### src/rtl/errc_pkg.sv
package errc_pkg;

    localparam int unsigned CNT_W  = 16;
    localparam int unsigned BYTE_W = 8;

    typedef enum logic {
        MODE_WINDOW = 1'b0,
        MODE_LIVE   = 1'b1
    } errc_mode_e;

    typedef struct packed {
        logic [BYTE_W-1:0] hi;
        logic [BYTE_W-1:0] lo;
    } errc_word_t;

    function automatic int unsigned win_log2(input int unsigned base,
                                             input int unsigned step,
                                             input int unsigned sel);
        return base + step * sel;
    endfunction

endpackage

### src/rtl/errc_src_mux.sv
module errc_src_mux #(
    parameter int unsigned NSRC  = 4,
    parameter int unsigned SEL_W = $clog2(NSRC)
) (
    input  logic [NSRC-1:0]  evt,
    input  logic [SEL_W-1:0] sel,
    output logic             hit
);
    always_comb begin
        hit = 1'b0;
        for (int k = 0; k < NSRC; k++) begin
            if (sel == SEL_W'(k)) hit = evt[k];
        end
    end
endmodule

### src/rtl/errc_window.sv
module errc_window
    import errc_pkg::*;
#(
    parameter int unsigned BASE_LOG2 = 12,
    parameter int unsigned STEP_LOG2 = 2,
    parameter int unsigned NWIN      = 4,
    parameter int unsigned SEL_W     = $clog2(NWIN)
) (
    input  logic             clk,
    input  logic             rst,
    input  logic             enable,
    input  logic             byte_stb,
    input  logic [SEL_W-1:0] win_sel,
    output logic             win_end
);
    localparam int unsigned MAX_LOG2 = BASE_LOG2 + STEP_LOG2 * (NWIN - 1);

    logic [MAX_LOG2-1:0] bcnt_q;
    logic [MAX_LOG2-1:0] last_idx [NWIN];
    logic [MAX_LOG2-1:0] sel_last;

    for (genvar k = 0; k < NWIN; k++) begin : g_lim
        assign last_idx[k] = {MAX_LOG2{1'b1}} >>
                             (MAX_LOG2 - win_log2(BASE_LOG2, STEP_LOG2, k));
    end

    always_comb begin
        sel_last = last_idx[0];
        for (int k = 0; k < NWIN; k++) begin
            if (win_sel == SEL_W'(k)) sel_last = last_idx[k];
        end
    end

    assign win_end = enable && byte_stb && (bcnt_q >= sel_last);

    always_ff @(posedge clk) begin
        if (rst || !enable) bcnt_q <= '0;
        else if (win_end)   bcnt_q <= '0;
        else if (byte_stb)  bcnt_q <= bcnt_q + 1'b1;
    end
endmodule

### src/rtl/errc_sat_counter.sv
module errc_sat_counter #(
    parameter int unsigned W = 16
) (
    input  logic         clk,
    input  logic         rst,
    input  logic         inc,
    input  logic         restart,
    output logic [W-1:0] cnt
);
    logic at_max;
    assign at_max = &cnt;

    always_ff @(posedge clk) begin
        if (rst)                  cnt <= '0;
        else if (restart)         cnt <= W'(inc);
        else if (inc && !at_max)  cnt <= cnt + 1'b1;
    end
endmodule

### src/rtl/errc_readout.sv
module errc_readout
    import errc_pkg::*;
(
    input  logic              clk,
    input  logic              rst,
    input  errc_mode_e        mode,
    input  logic [CNT_W-1:0]  cnt,
    input  logic              win_end,
    input  logic              rd_lo,
    input  logic              rd_hi,
    output logic [CNT_W-1:0]  view,
    output logic [BYTE_W-1:0] rd_data_lo,
    output logic [BYTE_W-1:0] rd_data_hi
);
    logic [CNT_W-1:0]  hold_q;
    logic [BYTE_W-1:0] shadow_q;
    logic              shadow_v_q;
    errc_word_t        vw;

    assign view = (mode == MODE_LIVE) ? cnt : hold_q;
    assign vw   = errc_word_t'(view);

    always_ff @(posedge clk) begin
        if (rst)          hold_q <= '0;
        else if (win_end) hold_q <= cnt;
    end

    always_ff @(posedge clk) begin
        if (rst) begin
            shadow_q   <= '0;
            shadow_v_q <= 1'b0;
        end else if (rd_hi) begin
            shadow_q   <= vw.lo;
            shadow_v_q <= 1'b1;
        end else if (rd_lo) begin
            shadow_v_q <= 1'b0;
        end
    end

    assign rd_data_hi = vw.hi;
    assign rd_data_lo = shadow_v_q ? shadow_q : vw.lo;
endmodule

### src/rtl/err_rate_counter.sv
module err_rate_counter
    import errc_pkg::*;
#(
    parameter int unsigned NSRC          = 4,
    parameter int unsigned NWIN          = 4,
    parameter int unsigned WIN_BASE_LOG2 = 12,
    parameter int unsigned WIN_STEP_LOG2 = 2
) (
    input  logic                    clk,
    input  logic                    rst,
    input  logic [NSRC-1:0]         err_evt,
    input  logic [$clog2(NSRC)-1:0] src_sel,
    input  logic                    mode,
    input  logic [$clog2(NWIN)-1:0] win_sel,
    input  logic                    byte_stb,
    input  logic                    rd_lo,
    input  logic                    rd_hi,
    output logic [7:0]              rd_data_lo,
    output logic [7:0]              rd_data_hi
);
    errc_mode_e       mode_e;
    logic             inc;
    logic             win_end;
    logic             restart;
    logic [CNT_W-1:0] cnt;
    logic [CNT_W-1:0] view;

    assign mode_e  = errc_mode_e'(mode);
    assign restart = (mode_e == MODE_LIVE) ? rd_hi : win_end;

    errc_src_mux #(.NSRC(NSRC)) u_mux (
        .evt (err_evt),
        .sel (src_sel),
        .hit (inc)
    );

    errc_window #(
        .BASE_LOG2 (WIN_BASE_LOG2),
        .STEP_LOG2 (WIN_STEP_LOG2),
        .NWIN      (NWIN)
    ) u_win (
        .clk      (clk),
        .rst      (rst),
        .enable   (mode_e == MODE_WINDOW),
        .byte_stb (byte_stb),
        .win_sel  (win_sel),
        .win_end  (win_end)
    );

    errc_sat_counter #(.W(CNT_W)) u_cnt (
        .clk     (clk),
        .rst     (rst),
        .inc     (inc),
        .restart (restart),
        .cnt     (cnt)
    );

    errc_readout u_rd (
        .clk        (clk),
        .rst        (rst),
        .mode       (mode_e),
        .cnt        (cnt),
        .win_end    (win_end),
        .rd_lo      (rd_lo),
        .rd_hi      (rd_hi),
        .view       (view),
        .rd_data_lo (rd_data_lo),
        .rd_data_hi (rd_data_hi)
    );
endmodule

### config.mk
export PLATFORM = sky130hd
export DESIGN_NAME = err_rate_counter
export DESIGN_NICKNAME = d
export VERILOG_FILES = /design/src/rtl/errc_pkg.sv /design/src/rtl/errc_src_mux.sv /design/src/rtl/errc_window.sv /design/src/rtl/errc_sat_counter.sv /design/src/rtl/errc_readout.sv /design/src/rtl/err_rate_counter.sv
export SDC_FILE = /design/constraint.sdc
export NUM_CORES = 1
export LEC_CHECK = 0
export ABC_AREA = 1
export BUFFER_PORTS_ARGS = -buffer_cell sky130_fd_sc_hd__buf_2
export CORE_AREA = 2 2 90 92
export CTS_CLUSTER_SIZE = 8
export DETAILED_ROUTE_END_ITERATION = 6
export DIE_AREA = 0 0 92 94
export HOLD_SLACK_MARGIN = 0.12
export PLACE_DENSITY = 0.6
export SLEW_MARGIN = 10
export SYNTH_ARGS = -nofsm -noshare
export SYNTH_HDL_FRONTEND = slang
export SYNTH_HIERARCHICAL = 1
export SYNTH_SLANG_ARGS = --single-unit
### constraint.sdc
create_clock -name clk -period 2.4 [get_ports clk]
set_input_delay 0.12 -clock clk [delete_from_list [all_inputs] [get_ports clk]]
set_output_delay 0.12 -clock clk [all_outputs]
set_load 0.05 [all_outputs]
==> results of run 1 <==
per-layer routing:
| metal | part of all wire | vias to the layer above | GRT usage |
|---|---|---|---|
| met1 | 0.47 | 1332 | 0.197 |
| met5 | 0 | - | 0 |
| met2 | 0.48 | 43 | 0.303 |
| li1 | - | 1618 | - |
| met4 | 0.0090 | 0 | 0.0535 |
| met3 | 0.034 | 5 | 0.0506 |
cells in the final DEF (no fill, tap or decap):
cell and instances:
nand2_1 182, nand2_4 5, dlygate4sd3_1 1, xor2_1 8, inv_1 49, a21oi_1 32, nand3_2 1, clkbuf_8 10
dfxtp_1 59, nand3_1 34, inv_4 1, buf_2 29, nor2_2 5, clkbuf_1 1, inv_2 5, xnor2_1 7
buf_4 2, mux2i_1 1, ha_1 6, nor2_4 4, a211oi_1 1, clkinv_2 3, nand4_1 2, nand2_2 13
nand4_2 1, clkinvlp_4 1, bufinv_16 1, o21ai_0 2, nor3_1 2, nor2_1 73, inv_6 1, clkinv_1 1
path summary, 6_finish.rpt:
kind | endpoint | startpoint | cells past startpoint | slack, ns
max | u_cnt/cnt[10] | u_win/bcnt_q[15] | 13 | 0.48
min | u_win/bcnt_q[1] | byte_stb | 3 | 0.18
max reg2reg | u_cnt/cnt[10] | u_win/bcnt_q[15] | 13 | 0.48
min reg2reg | u_rd/hold_q[8] | u_rd/hold_q[8] | 2 | 0.46
registers in the layout, summed over array words and instances (netlist names):
signal,flops
u_rd/shadow_v_q,1
u_rd/shadow_q,8
u_cnt/cnt,16
u_rd/hold_q,16
u_win/bcnt_q,18
through the flow:
stage | worst slack, ns | area, sq um | std cells | hold WS [ns] | power, mW
floorplan | 0.629 | 3330 | 512 | 0.265 | 1.17
global placement | 0.563 | 3470 | 628 | 0.397 | 1.19
detailed placement | 0.512 | 3470 | 628 | 0.402 | 1.20
CTS | 0.477 | 3670 | 645 | 0.156 | 2.11
global route | 0.270 | 3670 | 645 | 0.192 | 2.17
finish | 0.477 | 3670 | 645 | 0.175 | 2.08
what timing repair did:
action,4_1_cts,5_1_grt
hold endpoints to repair,1,0
hold buffers,1,0
endpoints found under the setup margin,0,0
power by group:
part / internal [mW] / switching [mW]
clock: 0.502 / 0.402
combinational: 0.0505 / 0.117
sequential: 0.992 / 0.0145
total: 1.54 / 0.534
cell type report:
cell class / count / area [sq um] / area share
Multi-Input combinational cell: 379 / 1780 / 0.485
Clock inverter: 5 / 52.6 / 0.0143
Timing Repair Buffer: 32 / 170 / 0.0463
Tap cell: 102 / 128 / 0.0347
Clock buffer: 11 / 141 / 0.0385
Sequential cell: 59 / 1180 / 0.321
Inverter: 57 / 221 / 0.0603
worst max-delay path, delay by kind of cell (launching register included):
family / cells / cell delay [ns]
buf+inv: 4 / 0.40
fa+ha+maj: 1 / 0.28
flops: 1 / 0.41
compound gates: 2 / 0.29
simple gates: 6 / 0.47
==> metrics.log, run 1 <==
INFO  metric flow.area_growth_from_synthesis = 10.3%
INFO  metric buffer_ports.inserted = 29
INFO  metric drt_first_iter_violations = roughly 110
INFO  metric num_io_pins = 30
INFO  metric peakVddDrop = roughly 0.28 mV
INFO  metric number_of_levels_in_the_clock_h_tree = 3
INFO  metric cts.sink_count = 59
INFO  metric final_period_minus_worst_setup_slack = approximately 1.9 ns
INFO  metric post_cts_gate_resize_count = 0
INFO  metric routed_wire_length_per_instance = 10.5 um
INFO  metric slowest_stage = dfxtp_1
INFO  metric mappedNetlistNets = 532
INFO  metric routed_wirelength = slightly below 7 mm
INFO  metric setup_viol_count_final = 0
INFO  metric clock_path_buffers = 2
INFO  metric final_min_period_over_clock_period = 0.801
INFO  metric worstSetupStartpointType = register
INFO  metric post_cts_buffers = 0
INFO  metric fmaxAchievable = 520 MHz
INFO  metric cts_inserted_buffers = 9
INFO  metric cts_root_buffer = clkbuf_8
INFO  metric path_class = register to register
INFO  metric dieWidth = roughly 92 um
INFO  metric final_util = 0.483
INFO  metric fp.dieH = ~94 um
INFO  metric timing.critical_path.required = roughly 2.7 ns
INFO  metric critPathMaxFanout = 13
INFO  metric layout-drive-gt1-share = 0.151
INFO  metric grt_first_pass_wirelength = between 10 and 15 mm
INFO  metric placeableCoreArea = between 0.007 and 0.008 sq mm
INFO  metric routed-via-count = approximately 3,000
INFO  metric crit_path_cells = ha_1, nand2_1, inv_1, a211oi_1, nand2_1, nand2_2, inv_1, nand2_2, nand2_2, nor2_1, buf_4, inv_1, a21oi_1
INFO  metric relSlewSlack = 0.635
INFO  metric min_path_type = input port to register
INFO  metric antenna_violations_before_repair = 0
INFO  metric first_global_vias = ~2,700
INFO  metric drt_pass1_iterations = 4
INFO  metric global_route.usage.total = 0.170
INFO  metric drc_errors = 0
INFO  metric slowest_delay = roughly 0.4 ns
INFO  metric worst_pin_slew = about 0.55 ns
INFO  metric report.final.hold_viol_count = 0
INFO  metric p_per_area = ~570 mW/mm^2
INFO  metric clk-insertion-delay-late = approximately 0.34 ns
INFO  metric worst_ep_arrival_time = around 2.2 ns
INFO  metric max_cap_violations = 0
INFO  metric initial_utilization = 0.438
INFO  metric fillerInstances = between 700 and 800
INFO  metric run_status = finished, final reports clean
INFO  metric grt_overflow_total = 0
INFO  metric setup_repair_after_global_routing_missed_its_margin = no
INFO  metric critical_path.endpoint_type = register
INFO  metric post_synth.cell_area_avg = 6.51 sq um
INFO  metric syn_inst = 512
INFO  metric rows = 32
INFO  metric fin_setup_tns = 0 ns
INFO  metric power.leakage = roughly 1.7 nW
INFO  metric pin_count_of_the_biggest_net_entering_global_routing = 29
INFO  metric fin_skew = between 0.008 and 0.009 ns
INFO  metric mappedNetlistArea = between 0.003 and 0.004 sq mm
INFO  metric synth-warning-count = 6
INFO  metric num_antenna_cells = 0
INFO  metric final_max_slew_violation_count = 0
INFO  metric clk_pin_slew = 0.07 ns
INFO  metric final_antenna_net_count = 0
INFO  metric via_per_inst = ~4.6
INFO  metric die_area = about 0.0086 sq mm
INFO  metric tritoncts_clock_tree = yes
INFO  metric final_hpwl_from_detailed_placement = around 4.8 mm
INFO  metric finalWeightedCongestion = between 0.8 and 0.9
INFO  metric nets = about 560
No activity file was read; power rests on OpenSTA's default activity.
==> run 2: changes to the inputs <==
--- a/config.mk
+++ b/config.mk
@@ -12,7 +12,7 @@
 export DETAILED_ROUTE_END_ITERATION = 6
 export DIE_AREA = 0 0 92 94
 export HOLD_SLACK_MARGIN = 0.12
-export PLACE_DENSITY = 0.6
+export PLACE_DENSITY = 0.63
 export SLEW_MARGIN = 10
 export SYNTH_ARGS = -nofsm -noshare
 export SYNTH_HDL_FRONTEND = slang
==> constraint.sdc (replaced) <==
create_clock -name clk -period 1.7 [get_ports clk]
set_input_delay 0.085 -clock clk [delete_from_list [all_inputs] [get_ports clk]]
set_output_delay 0.085 -clock clk [all_outputs]
set_load 0.05 [all_outputs]
==> run 2 against run 1 <==
Net effect: sequential power is 41% higher; core utilization is 4.2 points higher; routed wire length is 8.0% higher; cell count is 3.6% higher; non-clock buffer count is 23 higher; power is 46% higher; global-route usage is 1.4 points higher.
==> metrics.log, run 2 (synthesis gave the netlist of run 1 again) <==
INFO  metric run_status = finished, final reports clean
INFO  metric layout-drive-gt1-share = 0.224
INFO  metric slowest_delay = around 0.34 ns
INFO  metric top_register = u_win/bcnt_q
INFO  metric report.final.hold_viol_count = 0
INFO  metric finalWeightedCongestion = 0.830
INFO  metric fin_setup_tns = 0 ns
INFO  metric antenna_violations_before_repair = 0
INFO  metric drt_pass1_iterations = 4
INFO  metric num_io_pins = 30
INFO  metric number_of_levels_in_the_clock_h_tree = 3
INFO  metric pwr-share-clk = 0.441
INFO  metric min_path_type = input port to register
INFO  metric final_min_period_over_clock_period = 0.949
INFO  metric final_antenna_net_count = 0
INFO  metric setup_repair_after_global_routing_missed_its_margin = yes
INFO  metric max_cap_violations = 0
INFO  metric die_area = 0.00865 sq mm
INFO  metric peakVddDrop = 0.338 mV
INFO  metric routed-via-count = around 3,100
INFO  metric postPlaceCellArea = approximately 0.0036 sq mm
INFO  metric worst_pin_slew = approximately 0.39 ns
INFO  metric final_period_minus_worst_setup_slack = around 1.6 ns
INFO  metric path_class = register to register
INFO  metric crit_family = simple AND/OR/NAND/NOR gates
INFO  metric critical_path.endpoint_type = register
INFO  metric sw_frac_of_total = 0.242
INFO  metric cts.sink_count = between 50 and 60
INFO  metric clk_pin_slew = 0.06 ns
INFO  metric via_per_inst = between 4 and 5
INFO  metric drc_errors = 0
INFO  metric layout.cells.most_common = nand2_1
INFO  metric setup_viol_count_final = 0
INFO  metric cts_inserted_buffers = 9
INFO  metric placeableCoreArea = between 0.007 and 0.008 sq mm
INFO  metric relSlewSlack = 0.739
INFO  metric cp_common_cell = nand2_1
INFO  metric worst-r2r-setup-slack = 0.09 ns
INFO  metric clock_path_buffers = 2
INFO  metric first_global_vias = roughly 3,000
INFO  metric flow.area_growth_from_synthesis = 19.8%
INFO  metric tritoncts_clock_tree = yes
INFO  metric worst_ep_arrival_time = about 1.9 ns
INFO  metric cp_num_buf_inv = 2
INFO  metric rows = 32
INFO  metric global_route.usage.total = 0.185
INFO  metric num_antenna_cells = 0
INFO  metric routed_wire_length_per_instance = around 11 um
INFO  metric drt_first_iter_violations = around 110
INFO  metric grt_overflow_total = 0
INFO  metric postLayoutCellArea = between 0.003 and 0.004 sq mm
INFO  metric clk-insertion-delay-late = roughly 0.34 ns
INFO  metric largest_register_ffs = 18
INFO  metric initial_utilization = 0.438
INFO  metric power.switching = about 0.73 mW
INFO  metric share_of_power_burned_in_combinational_logic = 0.091
INFO  metric layout.cells.most_common_list = 175 x nand2_1, 71 x nor2_1, 50 x dfxtp_1
INFO  metric timing.critical_path.required = about 1.9 ns
INFO  metric fmaxAchievable = between 600 and 700 MHz
INFO  metric p_int = approximately 2.3 mW
INFO  metric buffer_ports.inserted = 29
INFO  metric final_hpwl_from_detailed_placement = slightly above 5 mm
INFO  metric final_max_slew_violation_count = 0
INFO  metric pin_count_of_the_biggest_net_entering_global_routing = 24
INFO  metric fp.dieH = 94 um
INFO  metric grt_first_pass_wirelength = ~13 mm
INFO  metric seq_pwr_share = 0.467
INFO  metric crit_path_cells = ha_4, nand2_2, nor2_2, nand2_1, nand2_1, nand2_1, nand2_1, nand2_2, inv_2, nand2_2, nand2_2, nor2_4, buf_6, nand2_1, nor2_1
INFO  metric p_per_area = 759 mW/mm^2
INFO  metric nets = just under 600
INFO  metric regs_by_ff_count = u_win/bcnt_q x18, u_cnt/cnt x16, u_rd/hold_q x16
INFO  metric worstSetupStartpointType = register
INFO  metric dieWidth = between 90 and 100 um
INFO  metric holdWs = roughly 0.14 ns
INFO  metric power.leakage = between 1.5 and 2 nW
INFO  metric critPathMaxFanout = 7
INFO  metric fin_skew = 0.00689 ns
INFO  metric cts_root_buffer = clkbuf_8
INFO  metric routed_wirelength = 7.33 mm
INFO  metric slowest_stage = dfxtp_2
==> run 2: final cells by class <==
class	instances	area [sq um]
multi-input combinational	379	1870
sequential	59	1190
tap	102	128
timing repair buffer	55	365
clock buffer	15	176
inverter	57	226
fill	798	3620
clock inverter	1	30.0
==> run 2: final timing paths <==
path | end | cells past startpoint | start
worst max-delay path | u_cnt/cnt[9] | 15 | u_win/bcnt_q[12]
worst min-delay path | u_win/bcnt_q[1] | 3 | byte_stb
worst max register to register | u_cnt/cnt[9] | 15 | u_win/bcnt_q[12]
worst min register to register | u_rd/hold_q[11] | 2 | u_rd/hold_q[11]
==> run 2: what timing repair did <==
item / 4_1_cts / 5_1_grt
pin swaps: 2 / 17
gates cloned: 0 / 0
buffers inserted: 1 / 0
setup endpoints to repair: 32 / 50
hold buffers: 2 / 0
resized for setup: 6 / 25
endpoints found under the hold margin: 1 / 0
==> run 2: routing by layer <==
layer,global-route usage,up-vias,share of wire
met1,0.209,1410,0.45
met2,0.333,56,0.49
met4,0.0808,0,0.019
met3,0.0409,11,0.040
li1,-,1661,-
met5,0,-,0
==> run 2: per-stage QoR <==
stage	setup slack (ns)	total power, mW	util	std cells
detailed placement	-0.118	1.71	0.479	649
global route	-0.0663	3.16	0.525	668
floorplan	0.00447	1.65	-	512
global placement	-0.0652	1.70	0.479	649
CTS	0.00897	3.07	0.512	668
finish	0.0865	3.03	0.525	668
==> run 2: power groups by stage <==
| stage | Sequential [mW] | Combinational, mW | Clock (mW) |
|---|---|---|---|
| after floorplan | 1.44 | 0.210 | 0 |
| after global placement | 1.44 | 0.260 | 0 |
| after detailed placement | 1.45 | 0.263 | 0 |
| after CTS | 1.41 | 0.272 | 1.38 |
| after global routing | 1.42 | 0.312 | 1.44 |
| final | 1.42 | 0.277 | 1.34 |
==> run 2: tightest hold or removal path: stages <==
cell     delay (ns)
buf_2          0.18
mux2i_1        0.10
nor2_1         0.08
